==> src/rtl/hwas_pkg.sv <==
// Shared types for the halfword adder-subtractor.
// Assumes op bit 1 selects subtract and op bit 0 selects the with-carry form.
package hwas_pkg;
    typedef enum logic [1:0] {
        OP_ADD  = 2'b00,
        OP_ADDC = 2'b01,
        OP_SUB  = 2'b10,
        OP_SUBC = 2'b11
    } hwas_op_e;

    typedef struct packed {
        logic carry;   // bit 3: carry (add) or borrow (subtract)
        logic ovf;     // bit 2: signed overflow
        logic gt;      // bit 1: result above zero
        logic lt;      // bit 0: result below zero
    } hwas_cc_t;
endpackage

==> src/rtl/hwas_core.sv <==
// Shared adder for add and subtract. A subtract inverts B and turns the
// stored carry into a borrow on the adder's carry input.
// Assumes a purely combinational context; the parent registers the outputs.
module hwas_core
    import hwas_pkg::*;
#(
    parameter int W = 16
) (
    input  logic [W-1:0] a_i,
    input  logic [W-1:0] b_i,
    input  hwas_op_e     op_i,
    input  logic         cflag_i,
    output logic [W-1:0] sum_o,
    output logic         carry_o,
    output logic         ovf_o
);
    localparam int EW = W + 1;

    logic         is_sub;
    logic         use_c;
    logic [W-1:0] b_eff;
    logic         cin_bit;
    logic [EW-1:0] wide;

    // Select the operand transform and carry input for the chosen operation.
    always_comb begin
        is_sub  = op_i[1];
        use_c   = op_i[0];
        b_eff   = is_sub ? ~b_i : b_i;
        cin_bit = is_sub ? ~(use_c & cflag_i) : (use_c & cflag_i);
    end

    // One wide addition gives the sum and the raw carry out.
    always_comb begin
        wide  = {1'b0, a_i} + {1'b0, b_eff} + {{W{1'b0}}, cin_bit};
        sum_o = wide[W-1:0];
    end

    // Carry for add, inverted carry (borrow) for subtract; signed overflow.
    always_comb begin
        carry_o = is_sub ? ~wide[W] : wide[W];
        ovf_o   = (a_i[W-1] == b_eff[W-1]) && (sum_o[W-1] != a_i[W-1]);
    end
endmodule

==> src/rtl/hwas_ccgen.sv <==
// Builds the condition code from the sum, carry and overflow.
// Assumes the sum is a signed two's-complement value.
module hwas_ccgen
    import hwas_pkg::*;
#(
    parameter int W = 16
) (
    input  logic [W-1:0] sum_i,
    input  logic         carry_i,
    input  logic         ovf_i,
    output hwas_cc_t     cc_o
);
    // Sign bits from the sign bit and a nonzero test; pass the other flags through.
    always_comb begin
        cc_o.carry = carry_i;
        cc_o.ovf   = ovf_i;
        cc_o.lt    = sum_i[W-1];
        cc_o.gt    = ~sum_i[W-1] & (|sum_i);
    end
endmodule

==> src/rtl/hwas_addsub.sv <==
// Top level of the adder-subtractor: the shared adder, the flag builder,
// the output registers and the carry flag used by the with-carry forms.
// Assumes operands arrive fully formed in the cycle valid_i is high.
module hwas_addsub
    import hwas_pkg::*;
#(
    parameter int W = 16
) (
    input  logic         clk,
    input  logic         rst_n,
    input  logic         valid_i,
    input  logic [1:0]   op_i,
    input  logic [W-1:0] opa_i,
    input  logic [W-1:0] opb_i,
    output logic [W-1:0] result_o,
    output logic [3:0]   cc_o,
    output logic         done_o
);
    logic [W-1:0] sum_d;
    logic         carry_d;
    logic         ovf_d;
    hwas_cc_t     cc_d;
    hwas_cc_t     cc_q;
    logic [W-1:0] result_q;
    logic         done_q;
    logic         carry_q;

    hwas_core #(.W(W)) core_i (
        .a_i     (opa_i),
        .b_i     (opb_i),
        .op_i    (hwas_op_e'(op_i)),
        .cflag_i (carry_q),
        .sum_o   (sum_d),
        .carry_o (carry_d),
        .ovf_o   (ovf_d)
    );

    hwas_ccgen #(.W(W)) ccgen_i (
        .sum_i   (sum_d),
        .carry_i (carry_d),
        .ovf_i   (ovf_d),
        .cc_o    (cc_d)
    );

    // Capture result and code on a strobe; hold them otherwise.
    always_ff @(posedge clk) begin
        if (!rst_n) begin
            result_q <= '0;
            cc_q     <= '0;
        end else if (valid_i) begin
            result_q <= sum_d;
            cc_q     <= cc_d;
        end
    end

    // One-cycle completion pulse following each strobe.
    always_ff @(posedge clk) begin
        if (!rst_n) done_q <= 1'b0;
        else        done_q <= valid_i;
    end

    // Stored carry flag: rewritten by every accepted operation.
    always_ff @(posedge clk) begin
        if (!rst_n)       carry_q <= 1'b0;
        else if (valid_i) carry_q <= cc_d.carry;
    end

    assign result_o = result_q;
    assign cc_o     = cc_q;
    assign done_o   = done_q;
endmodule

==> config.mk <==
export PLATFORM = sky130hd
export DESIGN_NAME = hwas_addsub
export DESIGN_NICKNAME = d
export VERILOG_FILES = /design/src/rtl/hwas_pkg.sv /design/src/rtl/hwas_core.sv /design/src/rtl/hwas_ccgen.sv /design/src/rtl/hwas_addsub.sv
export SDC_FILE = /design/constraint.sdc
export NUM_CORES = 1
export LEC_CHECK = 0
export BUFFER_PORTS_ARGS = -buffer_cell sky130_fd_sc_hd__buf_2
export CORE_ASPECT_RATIO = 1.25
export CORE_MARGIN = 5
export CORE_UTILIZATION = 51
export DETAILED_ROUTE_END_ITERATION = 12
export MAX_ROUTING_LAYER = met4
export PLACE_DENSITY = 0.85
export SLEW_MARGIN = 20
export SYNTH_ARGS = -nofsm -noshare
export SYNTH_HDL_FRONTEND = slang
export SYNTH_SLANG_ARGS = --single-unit
==> constraint.sdc <==
create_clock -name clk -period 5 [get_ports clk]
set_input_delay 1 -clock clk [delete_from_list [all_inputs] [get_ports clk]]
set_output_delay 1 -clock clk [all_outputs]
set_load 0.05 [all_outputs]
==> results of run 1 <==
placed cells by master, fill, tap and decap left out, types with 3 or more instances in the layout:
cell / n
sky130_fd_sc_hd__a211oi_1: 4
sky130_fd_sc_hd__a21o_1: 4
sky130_fd_sc_hd__a21oi_1: 8
sky130_fd_sc_hd__and2_1: 4
sky130_fd_sc_hd__buf_2: 57
sky130_fd_sc_hd__clkbuf_8: 4
sky130_fd_sc_hd__dfxtp_1: 20
sky130_fd_sc_hd__ha_1: 15
sky130_fd_sc_hd__inv_1: 12
sky130_fd_sc_hd__mux2_2: 3
sky130_fd_sc_hd__mux2i_1: 10
sky130_fd_sc_hd__nand2_1: 9
sky130_fd_sc_hd__nand2b_1: 3
sky130_fd_sc_hd__nand3_1: 12
sky130_fd_sc_hd__nor2_1: 24
sky130_fd_sc_hd__nor2b_1: 6
sky130_fd_sc_hd__nor3_1: 3
sky130_fd_sc_hd__o21a_1: 3
sky130_fd_sc_hd__o21ai_0: 3
sky130_fd_sc_hd__xnor2_1: 10
sky130_fd_sc_hd__xor2_1: 19
where the power goes:
part	leakage [uW]	switching, uW	internal (uW)
clock	0.0000288	51.9	70.1
sequential	0.000165	11.5	181
combinational	0.000853	245	142
total	0.00105	308	393
Yosys cell counts, drive strengths merged:
cell,n
ha,15
nand3b,2
o311ai,2
o21ai,4
xnor2,10
buf,4
o22ai,1
nor3,3
nand4,1
a211oi,6
nand2,9
and2,4
o31ai,2
o311a,1
nor2,24
a22o,1
a31oi,2
a31o,1
a2111oi,1
nor3b,1
and3,2
fa,2
a41o,1
o21a,3
o2111ai,1
mux2,3
nor4,2
o21bai,1
a21oi,9
nand2b,3
xor2,19
o41ai,1
inv,12
clkbuf,8
nand3,12
or2,2
dfxtp,20
mux2i,10
a21o,4
o211ai,2
nor2b,6
area by class of cell:
class                           instances  area (um2)  area share, %
Timing Repair Buffer                   58       292.8          13.47
Multi-Input combinational cell        173        1331          61.26
Clock buffer                            4       55.05          2.533
Tap cell                               39       48.80          2.245
Inverter                               12       45.04          2.073
Sequential cell                        20       400.4          18.42
kinds of logic after synthesis:
group / share of synthesized area, %
xor+xnor: 13.87
simple gates: 19.54
flops: 21.86
compound gates: 19.54
buf+inv: 5.464
mux: 7.309
fa+ha+maj: 12.43
worst max-delay path by stage:
stage / end / slack, ns / cells past startpoint
2_1_floorplan: cc_o[1] / 0.85 / 14
3_3_place_gp: cc_o[1] / 1.44 / 13
3_5_place_dp: cc_o[1] / 1.32 / 13
4_1_cts: cc_o[1] / 1.59 / 13
5_1_grt: cc_o[1] / 1.45 / 13
6_report: cc_o[1] / 1.59 / 13
metrics by stage:
| step | setup WS, ns | area, um2 | instances | hold slack [ns] | utilization [%] |
|---|---|---|---|---|---|
| 2_1_floorplan | 0.8483 | 1832 | 217 | 0.4842 | - |
| 3_3_place_gp | 1.438 | 2118 | 302 | 0.4702 | 60.81 |
| 3_5_place_dp | 1.316 | 2118 | 302 | 0.4697 | 60.81 |
| 4_1_cts | 1.593 | 2173 | 306 | 0.4884 | 62.39 |
| 5_1_grt | 1.445 | 2173 | 306 | 0.4998 | 62.39 |
| 6_report | 1.591 | 2173 | 306 | 0.4882 | 62.39 |
routing by layer:
metal | vias up | GRT usage, % | part of all wire (%)
li1 | 856 | - | -
met1 | 780 | 19.38 | 42
met2 | 46 | 30.69 | 52
met3 | 6 | 1.462 | 4.5
met4 | 0 | 7.484 | 1.8
met5 | - | - | 0
state kept, by name, summed over array words and instances, names as in the netlist:
register and count:
done_o 1, carry_q 1, result_o 15, cc_o 3
critical path, cell delays in order:
cell,delay [ns]
sky130_fd_sc_hd__buf_2,0.15
sky130_fd_sc_hd__xnor2_1,0.22
sky130_fd_sc_hd__fa_1,0.23
sky130_fd_sc_hd__inv_1,0.06
sky130_fd_sc_hd__fa_1,0.40
sky130_fd_sc_hd__a21o_1,0.20
sky130_fd_sc_hd__a22o_4,0.26
sky130_fd_sc_hd__o21ai_1,0.26
sky130_fd_sc_hd__xnor2_1,0.19
sky130_fd_sc_hd__nand4_1,0.13
sky130_fd_sc_hd__nor4_2,0.23
sky130_fd_sc_hd__a41o_1,0.19
sky130_fd_sc_hd__nor2_1,0.04
==> flow_metrics.tcl, run 1 <==
set metrics [dict create \
    timing.hold.worst_path_depth 2 \
    area_overhead_vs_synth_pct 18.65 \
    grt_use_total_pct 17.28 \
    ys_seq_area_share_pct 21.86 \
    holdCritPathClass "register to register" \
    clk_transition_reported_paths_ns 0.07 \
    die_width_um 63.61 \
    tritoncts.num_buffers 3 \
    maxClockFrequency_mhz 293.3 \
    setup.worst_path.start_class "input pin" \
    r2r.worst_path.cells 13 \
    ys.warnings.count 0 \
    setup_repair_after_global_routing_missed_its_margin "no" \
    hpwlAfterDp_um 3484 \
    clock_sinks 20 \
    globalplace.congestion 0.8991 \
    grt_first_pass_wirelength_um 6796 \
    worstHoldStart "result_o[2]" \
    worstPathRequired_ns 5.15 \
    setup.worst_path.start "op_i[1]" \
    placementRows 24 \
    sum_of_negative_setup_slack_ns 0 \
    antenna_cells_inserted 0 \
    clock_latency_ns 0.26 \
    io_pins 58 \
    slew_viol_final 0 \
    yosysTopAreaCellShare_pct 21.86 \
    cap_viol_max_count 0 \
    terminating_pin_of_the_worst_hold_path "result_o[2]" \
    timing.setup.critical_path_class "input pin to register" \
    drt_wl_total_um 4230 \
    synth_area_per_cell_um2 8.441 \
    floorplan.initialDensity_pct 52.59 \
    post_cts_resize_count 0 \
    max_slew.worst_pin.slew_ns 0.5413 \
    via_count 1688 \
    post_synth_num_cell_types 50 \
    synth_cells 217 \
    cts_root_buf "sky130_fd_sc_hd__clkbuf_8" \
    synth_top_cell_by_area "sky130_fd_sc_hd__dfxtp_1" \
    numPortBuffers 57 \
    wl_per_cell_um 13.82 \
    static-leakage-power_uw 0.001048 \
    route.detailed.drc 0 \
    mappedNetlistArea_mm2 0.001832 \
    drt_first_pass_iters 4 \
    post_route_cells_drive_above_1_share_pct 28.84 \
    synth_seq_cells 20 \
    drt_iter0_drc 64 \
    clockBufferDepth 2 \
    post_route_antenna_net_violation_count 0 \
    drt-vias-per-instance 5.516 \
    max-vdd-ir-drop_mv 0.2475 \
    antenna_found_initial 0 \
    crit-reg2reg-launch "carry_q" \
    slew_headroom_pct 63.91 \
    cts_max_level 1 \
    clock_tree_from_tritoncts "done" \
    post-cts-setup-buffers 0 \
    layout_worst_path_cycle_share_pct 68.18 \
    timing.reg2reg.setup_slack_ns 2.09 \
    yosys-top-cells-area "sky130_fd_sc_hd__dfxtp_1 22%, sky130_fd_sc_hd__ha_1 10%, sky130_fd_sc_hd__xor2_1 9.1%" \
    hold_violations 0 \
    setup_viol 0 \
    worst_ep_arrival_time_ns 3.56 \
    layout.filler_cells 323 \
    nets 322 \
    report.power.total_uw 701.4 \
    die_area_mm2 0.004898 \
    grt_max_degree 29 \
    power_density_mw_per_mm2 322.7 \
    die_height_um 77.01 \
    run_status "finished, final reports clean" \
    r2r-end "cc_o[1]" \
    critPathCaptureType "register" \
    period_minus_slack_ns 3.409 \
    globalRoute.totalOverflow 0 \
    timing.critical_path.fanout_max 4 \
    hold_buffers 0 \
    area_of_the_core_mm2 0.003483 \
    grt_pass1_vias 1523 \
    worst_clock_skew_ns 0.002149 \
    mappedNetlistNets 271 \
]
Power figures use the tool's default switching activity.
==> run 2: changes to the inputs <==
==> constraint.sdc (replaced) <==
create_clock -name clk -period 3.5 [get_ports clk]
set_input_delay 0.7 -clock clk [delete_from_list [all_inputs] [get_ports clk]]
set_output_delay 0.7 -clock clk [all_outputs]
set_load 0.05 [all_outputs]
==> flow_metrics.tcl, run 2 (synthesis gave the netlist of run 1 again) <==
set metrics [dict create \
    crit-reg2reg-launch "carry_q" \
    wl_per_cell_um 13.01 \
    grt_pass1_vias 1602 \
    most_used_cells_in_the_layout_excluding_fill_and_tap_cells "57 x sky130_fd_sc_hd__buf_2, 24 x sky130_fd_sc_hd__nor2_1, 20 x sky130_fd_sc_hd__dfxtp_1, 19 x sky130_fd_sc_hd__xor2_1, 15 x sky130_fd_sc_hd__ha_1" \
    detailedPlace.worstSlack_ns 0.1333 \
    area_overhead_vs_synth_pct 19.47 \
    number_of_flip_flops_in_the_largest_register 15 \
    netSwitchingFraction_pct 43.44 \
    cap_viol_max_count 0 \
    power.share.clock_pct 17.2 \
    static-leakage-power_uw 0.001057 \
    post-cts-setup-buffers 0 \
    hold_violations 0 \
    period_minus_slack_ns 3.085 \
    hpwlAfterDp_um 3366 \
    hold_buffers 0 \
    layout_worst_path_cycle_share_pct 88.14 \
    antenna_cells_inserted 0 \
    r2r-end "cc_o[1]" \
    floorplan.initialDensity_pct 52.59 \
    tritoncts.num_buffers 3 \
    seqPwrFrac_pct 27.7 \
    setup_viol 0 \
    die_area_mm2 0.004898 \
    max_slew.worst_pin.slew_ns 0.4555 \
    clock_sinks 20 \
    seqCellArea_um2 400.4 \
    maxClockFrequency_mhz 324.2 \
    cts_max_level 1 \
    via_count 1722 \
    critPathCaptureType "register" \
    numPortBuffers 57 \
    post_route_cells_drive_above_1_share_pct 29.37 \
    min_hold_slack_ns 0.4809 \
    timing.reg2reg.setup_slack_ns 0.62 \
    report.power.total_uw 994.9 \
    pwr-share-comb_pct 55.1 \
    terminating_pin_of_the_worst_hold_path "result_o[0]" \
    drt_first_pass_iters 4 \
    placementRows 24 \
    setup_ws_ns 0.4152 \
    drt-vias-per-instance 5.591 \
    nets 324 \
    worst_clock_skew_ns 0.002304 \
    share_of_the_core_filled_with_cells_pct 62.82 \
    io_pins 58 \
    worstHoldStart "result_o[0]" \
    clk_transition_reported_paths_ns 0.07 \
    timing.hold.worst_path_depth 2 \
    cts_root_buf "sky130_fd_sc_hd__clkbuf_8" \
    power_density_mw_per_mm2 454.6 \
    r2r.worst_path.cells 13 \
    multi_input_area_mm2 0.001331 \
    globalplace.congestion 0.9018 \
    run_status "finished, final reports clean" \
    max-vdd-ir-drop_mv 0.3142 \
    holdCritPathClass "register to register" \
    grt_first_pass_wirelength_um 6782 \
    route.detailed.drc 0 \
    slew_headroom_pct 69.16 \
    clockBufferDepth 2 \
    clock_tree_from_tritoncts "done" \
    die_width_um 63.61 \
    sum_of_negative_setup_slack_ns 0 \
    post_route_antenna_net_violation_count 0 \
    timing.setup.critical_path_class "input pin to register" \
    setup.worst_path.start_class "input pin" \
    grt_max_degree 29 \
    net_switching_uw 432.2 \
    area_of_the_core_mm2 0.003483 \
    clock_latency_ns 0.25 \
    globalRoute.totalOverflow 0 \
    drt_iter0_drc 48 \
    worst_ep_arrival_time_ns 3.23 \
    antenna_found_initial 0 \
    post_cts_resize_count 0 \
    timing.critical_path.fanout_max 4 \
    slew_viol_final 0 \
    p_int_uw 562.7 \
    most_common_library_cell_in_the_layout_ignoring_fill_and_taps "sky130_fd_sc_hd__buf_2" \
    worstPathRequired_ns 3.65 \
    drt_wl_total_um 4006 \
    die_height_um 77.01 \
    setup_repair_after_global_routing_missed_its_margin "no" \
    grt_use_total_pct 17.03 \
    layout.filler_cells 324 \
]
[run 2: cell count changes in the layout (fill, tap and decap cells not counted), sizes merged]
cell and delta:
buf +2
[run 2: layer usage]
metal	wire length [um]	GRT usage, %
met1	1745	20.14
met2	2000	28.96
met3	182	1.462
met4	77	7.484
met5	0	-
[run 2: stage by stage]
stage / area (um2) / instances
3_5_place_dp: 2133 / 304
6_report: 2188 / 308
4_1_cts: 2188 / 308
2_1_floorplan: 1834 / 217
3_3_place_gp: 2133 / 304
5_1_grt: 2188 / 308
[run 2: worst max path at each step]
| stage | start | end | slack [ns] | cells past startpoint |
|---|---|---|---|---|
| final | op_i[1] | cc_o[1] | 0.42 | 13 |
| after global routing | op_i[1] | cc_o[1] | 0.20 | 13 |
| after CTS | op_i[1] | cc_o[1] | 0.42 | 13 |
| after detailed placement | op_i[1] | cc_o[1] | 0.13 | 13 |
| after global placement | op_i[1] | cc_o[1] | 0.24 | 13 |
| after floorplan | op_i[1] | cc_o[1] | 0.009 | 14 |
[run 2: cell type report]
| type | count | area share, % |
|---|---|---|
| multi-input combinational | 173 | 60.83 |
| sequential | 20 | 18.30 |
| timing repair buffer | 60 | 14.07 |
| clock buffer | 4 | 2.516 |
| tap | 39 | 2.230 |
| inverter | 12 | 2.058 |
[run 2: worst max-delay path, cell delays in order]
cell                      delay, ns
sky130_fd_sc_hd__buf_2         0.14
sky130_fd_sc_hd__xnor2_1       0.22
sky130_fd_sc_hd__fa_1          0.23
sky130_fd_sc_hd__inv_1         0.06
sky130_fd_sc_hd__fa_1          0.39
sky130_fd_sc_hd__a21o_1        0.19
sky130_fd_sc_hd__a22o_4        0.26
sky130_fd_sc_hd__o21ai_1       0.25
sky130_fd_sc_hd__xnor2_1       0.18
sky130_fd_sc_hd__nand4_1       0.14
sky130_fd_sc_hd__nor4_2        0.23
sky130_fd_sc_hd__a41o_1        0.19
sky130_fd_sc_hd__nor2_1        0.04
[run 2: power groups by stage]
stage	Sequential [uW]	Clock (uW)	Combinational, uW
after CTS	276	176	549
after global routing	281	192	595
final	275	172	548
after detailed placement	280	0	548
after floorplan	382	0	331
after global placement	279	0	536
